## config.mk

```make
export PLATFORM = sky130hd
export DESIGN_NAME = extint_ctrl
export DESIGN_NICKNAME = d
export VERILOG_FILES = /design/src/rtl/extint_pkg.sv /design/src/rtl/extint_src_sampler.sv /design/src/rtl/extint_pick_lowest.sv /design/src/rtl/extint_served_tracker.sv /design/src/rtl/extint_bus_port.sv /design/src/rtl/extint_ctrl.sv
export SDC_FILE = /design/constraint.sdc
export NUM_CORES = 1
export LEC_CHECK = 0
export BUFFER_PORTS_ARGS = -buffer_cell sky130_fd_sc_hd__clkbuf_2
export CORE_MARGIN = 1
export CORE_UTILIZATION = 47
export DETAILED_ROUTE_END_ITERATION = 7
export PLACE_DENSITY = 0.78
export SKIP_CTS_REPAIR_TIMING = 1
export SYNTH_ARGS = -nofsm -noshare
export SYNTH_HDL_FRONTEND = slang
export SYNTH_SLANG_ARGS = --single-unit
export TNS_END_PERCENT = 30
```

## constraint.sdc

```tcl
create_clock -name clk -period 4.7 [get_ports clk]
set_input_delay 0.94 -clock clk [delete_from_list [all_inputs] [get_ports clk]]
set_output_delay 0.94 -clock clk [all_outputs]
set_load 0.005 [all_outputs]
```

## src/rtl/extint_pkg.sv

```systemverilog
package extint_pkg;
  localparam int unsigned NUM_SRC_DEF = 31;
  localparam int unsigned ADDR_W_DEF  = 22;
  localparam int unsigned DATA_W      = 32;
  localparam logic [ADDR_W_DEF-1:0] CTX_BASE_DEF  = 22'h200000;
  localparam logic [ADDR_W_DEF-1:0] CLAIM_OFS_DEF = 22'h000004;

  typedef enum logic [1:0] {
    ACC_NONE  = 2'd0,
    ACC_CLAIM = 2'd1,
    ACC_CMPL  = 2'd2,
    ACC_OTHER = 2'd3
  } acc_kind_e;
endpackage

```

## src/rtl/extint_src_sampler.sv

```systemverilog
module extint_src_sampler #(
  parameter int unsigned NUM_SRC = 31
) (
  input  logic               clk,
  input  logic               rst_n,
  input  logic [NUM_SRC-1:0] src_i,
  output logic [NUM_SRC-1:0] pend_o
);
  logic [NUM_SRC-1:0] pend_d, pend_q;

  always_comb begin
    pend_d = src_i;
  end

  always_ff @(posedge clk or negedge rst_n) begin
    if (!rst_n) pend_q <= '0;
    else        pend_q <= pend_d;
  end

  assign pend_o = pend_q;
endmodule

```

## src/rtl/extint_pick_lowest.sv

```systemverilog
module extint_pick_lowest #(
  parameter int unsigned NUM_SRC = 31,
  localparam int unsigned IDX_W  = $clog2(NUM_SRC)
) (
  input  logic               clk,
  input  logic               rst_n,
  input  logic [NUM_SRC-1:0] req_i,
  output logic               any_o,
  output logic [IDX_W-1:0]   idx_o
);
  logic [NUM_SRC:0]   seen;
  logic [NUM_SRC-1:0] hit;

  assign seen[0] = 1'b0;
  for (genvar i = 0; i < NUM_SRC; i++) begin : g_chain
    assign hit[i]    = req_i[i] & ~seen[i];
    assign seen[i+1] = seen[i] | req_i[i];
  end

  always_comb begin
    idx_o = '0;
    for (int i = 0; i < NUM_SRC; i++) begin
      if (hit[i]) idx_o = idx_o | IDX_W'(i);
    end
  end

  assign any_o = seen[NUM_SRC];

  // chosen index is requesting and nothing below it is
  a_r3_lowest_pick: assert property (@(posedge clk) disable iff (!rst_n)
    any_o |-> (req_i[idx_o] &&
      ((req_i & ((NUM_SRC'(1) << idx_o) - NUM_SRC'(1))) == '0)));
  a_r5_none_flag: assert property (@(posedge clk) disable iff (!rst_n)
    (req_i == '0) |-> !any_o);
endmodule

```

## src/rtl/extint_served_tracker.sv

```systemverilog
module extint_served_tracker #(
  parameter int unsigned NUM_SRC = 31,
  localparam int unsigned IDX_W  = $clog2(NUM_SRC)
) (
  input  logic               clk,
  input  logic               rst_n,
  input  logic               claim_fire_i,
  input  logic               claim_any_i,
  input  logic [IDX_W-1:0]   claim_idx_i,
  input  logic               cmpl_fire_i,
  input  logic               cmpl_ok_i,
  input  logic [IDX_W-1:0]   cmpl_idx_i,
  output logic [NUM_SRC-1:0] served_o
);
  logic [NUM_SRC-1:0] served_d, served_q;
  logic               served_en;

  always_comb begin
    served_d  = served_q;
    served_en = 1'b0;
    if (claim_fire_i && claim_any_i) begin
      served_d[claim_idx_i] = 1'b1;
      served_en = 1'b1;
    end else if (cmpl_fire_i && cmpl_ok_i) begin
      served_d[cmpl_idx_i] = 1'b0;
      served_en = 1'b1;
    end
  end

  always_ff @(posedge clk or negedge rst_n) begin
    if (!rst_n)         served_q <= '0;
    else if (served_en) served_q <= served_d;
  end

  assign served_o = served_q;

  // a claimed source is in service on the next cycle
  a_r4_claim_marks: assert property (@(posedge clk) disable iff (!rst_n)
    (claim_fire_i && claim_any_i) |=> served_q[$past(claim_idx_i)]);
  // a claim never hands out a source already in service
  a_r4_not_twice: assert property (@(posedge clk) disable iff (!rst_n)
    (claim_fire_i && claim_any_i) |-> !served_q[claim_idx_i]);
  // a valid complete clears the bit
  a_r6_cmpl_clears: assert property (@(posedge clk) disable iff (!rst_n)
    (cmpl_fire_i && cmpl_ok_i && !claim_fire_i) |=> !served_q[$past(cmpl_idx_i)]);
  // a rejected complete leaves the map alone
  a_r7_cmpl_ignored: assert property (@(posedge clk) disable iff (!rst_n)
    (cmpl_fire_i && !cmpl_ok_i && !claim_fire_i) |=> $stable(served_q));
endmodule

```

## src/rtl/extint_bus_port.sv

```systemverilog
module extint_bus_port
  import extint_pkg::*;
#(
  parameter int unsigned NUM_SRC = 31,
  parameter int unsigned ADDR_W  = 22,
  parameter logic [ADDR_W-1:0] CTX_BASE  = 22'h200000,
  parameter logic [ADDR_W-1:0] CLAIM_OFS = 22'h000004,
  localparam int unsigned IDX_W  = $clog2(NUM_SRC)
) (
  input  logic              clk,
  input  logic              rst_n,
  input  logic              bus_req,
  input  logic              bus_we,
  input  logic [ADDR_W-1:0] bus_addr,
  input  logic [DATA_W-1:0] bus_wdata,
  input  logic              pick_any_i,
  input  logic [IDX_W-1:0]  pick_idx_i,
  output logic              claim_fire_o,
  output logic              cmpl_fire_o,
  output logic              cmpl_ok_o,
  output logic [IDX_W-1:0]  cmpl_idx_o,
  output logic [DATA_W-1:0] bus_rdata,
  output logic              bus_rvalid
);
  localparam logic [ADDR_W-1:0] CLAIM_ADDR = CTX_BASE + CLAIM_OFS;

  acc_kind_e         kind;
  logic [DATA_W-1:0] id_m1;
  logic [DATA_W-1:0] rdata_d, rdata_q;
  logic              rd_acc, rvalid_q;

  always_comb begin
    if (!bus_req)                 kind = ACC_NONE;
    else if (bus_addr != CLAIM_ADDR) kind = ACC_OTHER;
    else if (bus_we)              kind = ACC_CMPL;
    else                          kind = ACC_CLAIM;
  end

  assign rd_acc       = bus_req && !bus_we;
  assign claim_fire_o = (kind == ACC_CLAIM);
  assign cmpl_fire_o  = (kind == ACC_CMPL);
  assign id_m1        = bus_wdata - DATA_W'(1);
  assign cmpl_ok_o    = (id_m1 < DATA_W'(NUM_SRC));
  assign cmpl_idx_o   = id_m1[IDX_W-1:0];

  always_comb begin
    rdata_d = '0;
    if (kind == ACC_CLAIM && pick_any_i)
      rdata_d = DATA_W'(pick_idx_i) + DATA_W'(1);
  end

  always_ff @(posedge clk or negedge rst_n) begin
    if (!rst_n)      rdata_q <= '0;
    else if (rd_acc) rdata_q <= rdata_d;
  end

  always_ff @(posedge clk or negedge rst_n) begin
    if (!rst_n) rvalid_q <= 1'b0;
    else        rvalid_q <= rd_acc;
  end

  assign bus_rdata  = rdata_q;
  assign bus_rvalid = rvalid_q;

  // an empty claim answers zero
  a_r5_empty_zero: assert property (@(posedge clk) disable iff (!rst_n)
    (claim_fire_o && !pick_any_i) |=> (bus_rdata == '0));
  // non-claim reads answer zero
  a_r8_other_zero: assert property (@(posedge clk) disable iff (!rst_n)
    (rd_acc && kind == ACC_OTHER) |=> (bus_rdata == '0));
  // rvalid follows an accepted read by one cycle
  a_r10_rvalid: assert property (@(posedge clk) disable iff (!rst_n)
    rd_acc |=> bus_rvalid);
  a_r10_no_wr_valid: assert property (@(posedge clk) disable iff (!rst_n)
    (bus_req && bus_we) |=> !bus_rvalid);
endmodule

```

## src/rtl/extint_ctrl.sv

```systemverilog
module extint_ctrl
  import extint_pkg::*;
#(
  parameter int unsigned NUM_SRC = NUM_SRC_DEF,
  parameter int unsigned ADDR_W  = ADDR_W_DEF,
  parameter logic [ADDR_W-1:0] CTX_BASE  = CTX_BASE_DEF,
  parameter logic [ADDR_W-1:0] CLAIM_OFS = CLAIM_OFS_DEF
) (
  input  logic               clk,
  input  logic               rst_n,
  input  logic [NUM_SRC-1:0] src_i,
  input  logic               bus_req,
  input  logic               bus_we,
  input  logic [ADDR_W-1:0]  bus_addr,
  input  logic [31:0]        bus_wdata,
  output logic [31:0]        bus_rdata,
  output logic               bus_rvalid,
  output logic               irq_mach_o,
  output logic               irq_super_o
);
  localparam int unsigned IDX_W = $clog2(NUM_SRC);

  logic [1:0]         rst_sync;
  logic               rst_q;
  logic [NUM_SRC-1:0] pend, served, waiting;
  logic               pick_any, claim_fire, cmpl_fire, cmpl_ok;
  logic [IDX_W-1:0]   pick_idx, cmpl_idx;

  always_ff @(posedge clk or negedge rst_n) begin
    if (!rst_n) rst_sync <= 2'b00;
    else        rst_sync <= {rst_sync[0], 1'b1};
  end
  assign rst_q = rst_sync[1];

  extint_src_sampler #(.NUM_SRC(NUM_SRC)) u_sampler (
    .clk(clk), .rst_n(rst_q), .src_i(src_i), .pend_o(pend));

  assign waiting = pend & ~served;

  extint_pick_lowest #(.NUM_SRC(NUM_SRC)) u_pick (
    .clk(clk), .rst_n(rst_q), .req_i(waiting),
    .any_o(pick_any), .idx_o(pick_idx));

  extint_served_tracker #(.NUM_SRC(NUM_SRC)) u_served (
    .clk(clk), .rst_n(rst_q),
    .claim_fire_i(claim_fire), .claim_any_i(pick_any), .claim_idx_i(pick_idx),
    .cmpl_fire_i(cmpl_fire), .cmpl_ok_i(cmpl_ok), .cmpl_idx_i(cmpl_idx),
    .served_o(served));

  extint_bus_port #(
    .NUM_SRC(NUM_SRC), .ADDR_W(ADDR_W),
    .CTX_BASE(CTX_BASE), .CLAIM_OFS(CLAIM_OFS)
  ) u_port (
    .clk(clk), .rst_n(rst_q),
    .bus_req(bus_req), .bus_we(bus_we), .bus_addr(bus_addr),
    .bus_wdata(bus_wdata),
    .pick_any_i(pick_any), .pick_idx_i(pick_idx),
    .claim_fire_o(claim_fire), .cmpl_fire_o(cmpl_fire),
    .cmpl_ok_o(cmpl_ok), .cmpl_idx_o(cmpl_idx),
    .bus_rdata(bus_rdata), .bus_rvalid(bus_rvalid));

  assign irq_mach_o  = pick_any;
  assign irq_super_o = pick_any;

  // both request lines agree
  a_r9_lines_agree: assert property (@(posedge clk) disable iff (!rst_q)
    irq_mach_o == irq_super_o);
  // a source high on the previous edge and not in service raises the line
  a_r2_level_reaches_irq: assert property (@(posedge clk) disable iff (!rst_q)
    (src_i[0] && !served[0]) |=> (irq_mach_o || served[0]));
  // held reset keeps the outputs quiet
  a_r1_reset_quiet: assert property (@(posedge clk)
    !rst_q |-> (!irq_mach_o && !bus_rvalid));
endmodule

```

---- Word-level counts from Yosys, hierarchy flattened ----
Cells that the tools add are included.
Widths: inputs -> output; s select.
word-level totals
  register bits after elaboration ......... 97
  bits of input ports ..................... 89
  output and inout bits ................... 35
  logic and storage cells ................. 165
operators by class
  add/sub/neg operators ................... 2
  order comparisons ....................... 5
  equal/unequal tests ..................... 3
  multiplexer cells ....................... 47
  bitwise gates (word level) .............. 95
  reduce and logical (&&, ||, !) cells .... 8
operators with widths
  kind                   count
  $mux 31                3
  $mux 5                 15
  $and 31x31->31         2
  $not 31->31            2
  $lt 32x5->1 const B    1
  $mux 32                1
  $mux 4                 8
  $sub 32x1->32 const B  1
  $or 31x31->31          1
  $and 1x1->1            30
  $not 1->1              30
  $or 1x1->1             30
  $ne 22x22->1 const B   1
  $mux 2                 8
  $lt 5x6->1 const B     2
  $mux 3                 4
  $demux 1 s5            2
  $ge 5x1->1 const B     2
  $add 5x1->6 const B    1
  $mux 1                 6
  $logic_and 1x1->1      5
  $eq 2x1->1 const B     1
  $eq 2x2->1 const B     1
  $reduce_and 2->1       1
  2 further kinds        2

---- Depth between registers and ports, before layout ----
  depth in word-level cells ............... 40
  gate-level depth with buffers ........... 10
  mapped depth without buffers ............ 10

---- Modules after synthesis ----
A second synthesis with hierarchy kept.
unflattened totals
  cells, all modules ...................... 406
  area total of the unflattened synthesis .. 4221.5 um^2
by module, submodules not included
  module                 instances  cells each  area each (um^2)  seq. area each (um^2)
  extint_served_tracker  1          140         1475.2            775.7
  extint_bus_port        1          133         1026.0            175.2
  extint_src_sampler     1          31          775.7             775.7
  extint_ctrl            1          35          488.0             50.0
  extint_pick_lowest     1          67          456.7             0.0

---- Worst setup path after synthesis ----
No wires, ideal clock.
  path kind ............................... input to register
  start ................................... input bus_addr[4]
  end ..................................... register u_served.served_q[0] (netlist: u_served.served_o[0])
  library setup time ...................... 0.132 ns
  arrival ................................. 2.651 ns
  data required time ...................... 4.568 ns
  slack ................................... 1.917 ns
  stages on the path ...................... 7
  path buffers ............................ 1
  path through ............................ or4_4 > nor4_4 > o211ai_2 > or3_1 > buf_2 > o41ai_2 > o21ai_1
between the ends
  cells in the longest elaborated chain, start to end .. 10
  elaborated cells between the ends (all ways) .. 14
  those cells by class .................... 3 x eq/ne; 7 x mux; 4 x reduce/logical
RTL lines
  element                     RTL line                     text
  start, declared             extint_ctrl.sv:14            input logic [ADDR_W-1:0] bus_addr,
  $ne 22x22->1 (*)            extint_bus_port.sv:34        else if (bus_addr != CLAIM_ADDR) kind = ACC_OTHER;
  $mux 2 (*)                  extint_bus_port.sv:34
  $mux 2 (*) (2 in a row)     extint_bus_port.sv:33        if (!bus_req) kind = ACC_NONE;
  $eq 2x2->1                  extint_bus_port.sv:41        assign cmpl_fire_o = (kind == ACC_CMPL);
  $logic_and 1x1->1           extint_served_tracker.sv:24  end else if (cmpl_fire_i && cmpl_ok_i) begin
  $mux 1                      extint_served_tracker.sv:24
  $mux 1 (2 in a row)         extint_served_tracker.sv:21  if (claim_fire_i && claim_any_i) begin
  $reduce_and 2->1 (no line)  -
  end signal, assigned        extint_served_tracker.sv:32  else if (served_en) served_q <= served_d;
  end, declared               extint_served_tracker.sv:15  logic [NUM_SRC-1:0] served_d, served_q;
Every way passes the cells marked *; elsewhere a longest branch is shown, timed or not. The select of a mux whose other input is x is not followed.
A chain may end at the register's enable or synchronous reset.

---- Final worst setup path ----
  start ................................... register u_served.served_q[15] (netlist: u_served.served_o[15])
  end ..................................... output irq_super_o
between the ends
  cells in the longest elaborated chain, start to end .. 18
RTL lines
  element                   RTL line                  text
  $not 31->31               extint_ctrl.sv:38         assign waiting = pend & ~served;
  $and 31x31->31            extint_ctrl.sv:38
  $or 1x1->1 (16 in a row)  extint_pick_lowest.sv:17  assign seen[i+1] = seen[i] | req_i[i];
  end, declared             extint_ctrl.sv:19         output logic irq_super_o
No other way between the ends.

==> summary.txt <==
Run
  – Max cap viols: 0

Yosys
  – Synth top area cells: dfrtp_1 (50%), o21ai_0 (6.6%), buf_4 (5.9%)
  – Post-synth EDFFs: 0
  – Warnings, synthesis: 0
  – Synth Register Bits: 71
  – Post-Syn Area per Cell: 9.78 um^2
  – Largest family of logic cells by synthesized area: simple AND/OR/NAND/NOR gates
  – Post-Syn Instances: 362
  – Synth Area in Compound Gates: 17.4%
  – Post-Syn Area: 3540 um^2
  – Post-Synth Adder-Cell Area: 0.707%
  – Post-synthesis simple-gate area fraction: 23.8%
  – Post-Synth XOR/XNOR Area: 0%
  – Netlist cell types: 50
  – Post-synthesis sequential area ratio: 50.2%
  – Most used DFF post-synth: dfrtp_1
  – FFs w/ async S/R, synth: 100%
  – Post-synth top area share: 50.2%
  – Fraction of synthesized area in multiplexers: 0%
  – Largest area contributor in the netlist: dfrtp_1

Finish
  – Share of layout cells above drive strength 1: 26.5%
  – Design Area, Final: 4180 um^2
  – Filler cell count: 658
  – Post-Layout Cell Count: 567
  – Final nets: 555
  – Commonest non-fill, non-tap cell in the layout: clkbuf_2
  – Most frequent cells in the layout: clkbuf_2 (97), dfrtp_1 (70), o21ai_0 (47), nand2_1 (42), nand2b_1 (33)
  – Layout area overhead: 18.1%
  – Ant diodes: 0

STA
  – Setup_tns: 0 ns
  – Final setup fails: 0
  – Final hold vios: 0
  – Period utilization: 74.2%
  – Tmin final: 3.49 ns
  – Slew @ Worst Pin: 1.02 ns
  – Relative slew slack: 31.1%
  – RSZ-0062 raised after global routing: no
  – Fmax: 287 MHz
  – Setup Skew: 0.00684 ns
  – Slew Viols, Final: 0

Power
  – Max rail drop VDD: 0.000180 V
  – Leakage power: 1.97 nW
  – Pwr/cell area: 277 nW/um^2

Place
  – GP Congestion: 0.913
  – Post-DP HPWL: 6870 um
  – Count of input and output buffers: 97
  – DP Area: 4020 um^2
  – DP Cell Count: 552

Critical path
  – Critical Path Slowest Stage Cell: nor4_1
  – Origin of the worst setup path: u_served.served_o[15]
  – Crit path cell chain: nand2b_1 > nand4_1 > nor4_1 > nand2_1 > clkbuf_2
  – CP peak stage delay: 0.83 ns
  – Startpoint Class: flop
  – Crit path DAT: 2.55 ns
  – CP Class: flop to output port
  – Critical R2R Launch: u_served.served_o[15]
  – CP Max Fanout: 5
  – Critical path endpoint category: output port
  – Worst endpoint required time: 3.76 ns

Clocking
  – Clock root buffer: clkbuf_8
  – TritonCTS clock tree: built
  – CTS Buf Count: 9
  – Maximum clock path buffer count: 2
  – Clock Latency Late Sink: 0.35 ns
  – CTS H-tree depth: 3
  – Clock-pin slew on the worst setup and hold paths: 0.07 ns
  – Sink Count: 71

Die
  – Die X-Extent: 88.8 um
  – Die area: 7880 um^2
  – Die height: 88.8 um
  – Initial Utilization: 48.8%
  – Row count: 31
  – Core Area: 7250 um^2
  – Top Ports: 124

Route
  – DRC: 0
  – Wirelength per Cell: 15.9 um
  – Post-Route WL: 9000 um
  – DR vias: 3,095
  – Pre-antenna DRT Iters: 5
  – Initial DRC Count: 292
  – Post-DRT Antenna Nets: 0
  – Post-DR vias/cell: 5.46

Hold path
  – HP Class: flop to async pin

Global routing
  – Pin count of the biggest net entering global routing: 51
  – Total GRT Usage: 25.0%
  – Vias in the first global route: 2,896
  – First-pass GRT wire length: 14,300 um
  – GRT Residual Overflow: 0
  – Antenna violations before repair: 0

Status
  – Status: completed
final cells by class:
type | instances | area (um^2) | area share, %
clock buffers | 14 | 153 | 3.65
multi-input cells | 272 | 1580 | 37.9
repair buffers | 98 | 493 | 11.8
flip-flops and latches | 71 | 1780 | 42.5
well taps | 99 | 124 | 2.96
clock inverters | 1 | 5.00 | 0.120
inverters | 12 | 45.0 | 1.08
state kept, by name (all words and copies together), names as in the netlist:
| name | flops |
|---|---|
| u_sampler.pend_o | 31 |
| u_served.served_o | 31 |
| u_port.bus_rdata | 6 |
| rst_sync | 2 |
| u_port.bus_rvalid | 1 |
report_power, final:
| part | switching [mW] | internal [mW] | total, mW |
|---|---|---|---|
| Combinational | 0.0675 | 0.0464 | 0.114 |
| Sequential | 0.00803 | 0.626 | 0.634 |
| Clock | 0.209 | 0.203 | 0.412 |
Yosys cell counts (2+ instances only):
| cell type | count |
|---|---|
| nand3_1 | 6 |
| nor2b_1 | 10 |
| nand2b_1 | 33 |
| o21ai_0 | 47 |
| and2_1 | 3 |
| buf_2 | 2 |
| nor2_1 | 14 |
| nor4b_1 | 3 |
| buf_4 | 28 |
| o31ai_1 | 3 |
| o21ai_1 | 8 |
| conb_1 | 2 |
| o2bb2ai_1 | 6 |
| dfrtp_1 | 71 |
| a31oi_1 | 6 |
| nand4_1 | 11 |
| o211ai_1 | 2 |
| inv_1 | 11 |
| nand2_1 | 42 |
| or3_1 | 6 |
| nor4_1 | 6 |
| clkbuf_1 | 2 |
| nor3_1 | 4 |
| a21oi_1 | 6 |
| or4_4 | 2 |
| o41ai_1 | 2 |
| ha_1 | 2 |
| a32oi_1 | 2 |
metrics by stage:
step | hold slack (ns) | util, % | power [mW] | setup slack, ns
finish | 0.204 | 57.7 | 1.16 | 1.21
floorplan | 0.331 | - | 0.716 | 1.92
detailed placement | 0.219 | 55.5 | 0.758 | 1.55
global route | 0.256 | 57.7 | 1.21 | 1.15
global placement | 0.210 | 55.5 | 0.757 | 1.56
CTS | 0.227 | 57.7 | 1.17 | 1.33
cells by family after synthesis:
logic type                 after synthesis
and+or+nand+nor                        150
AOI/OAI and AO/OA                       93
DFF                                     71
buffers and inverters                   44
adders and majority gates                2
other                                    2
routing by layer:
metal	vias to the layer above	global-route usage, %	wire length (um)
li1	1437	-	-
met1	1470	34.5	4010
met2	166	38.3	4180
met3	22	5.41	621
met4	0	10.4	176
met5	-	0	0
critical path: cells and delay by family, from the launching register on:
| kind | cells | cell delay (ns) |
|---|---|---|
| buffers and inverters | 1 | 0.20 |
| flip-flops | 1 | 0.37 |
| AND/OR/NAND/NOR | 4 | 1.61 |
path summary, 6_finish.rpt:
kind	end	slack, ns	cells after the start
worst max-delay path	irq_super_o	1.21	5
worst min-delay path	u_sampler.pend_o[26]	0.20	0
worst max register to register	u_port.bus_rdata[2]	1.85	7
worst min register to register	u_sampler.pend_o[26]	0.20	0
max in group asynchronous	u_port.bus_rdata[1]	3.53	1
min in group clk	rst_sync[1]	0.35	0
No activity file was read; power rests on OpenSTA's default activity.
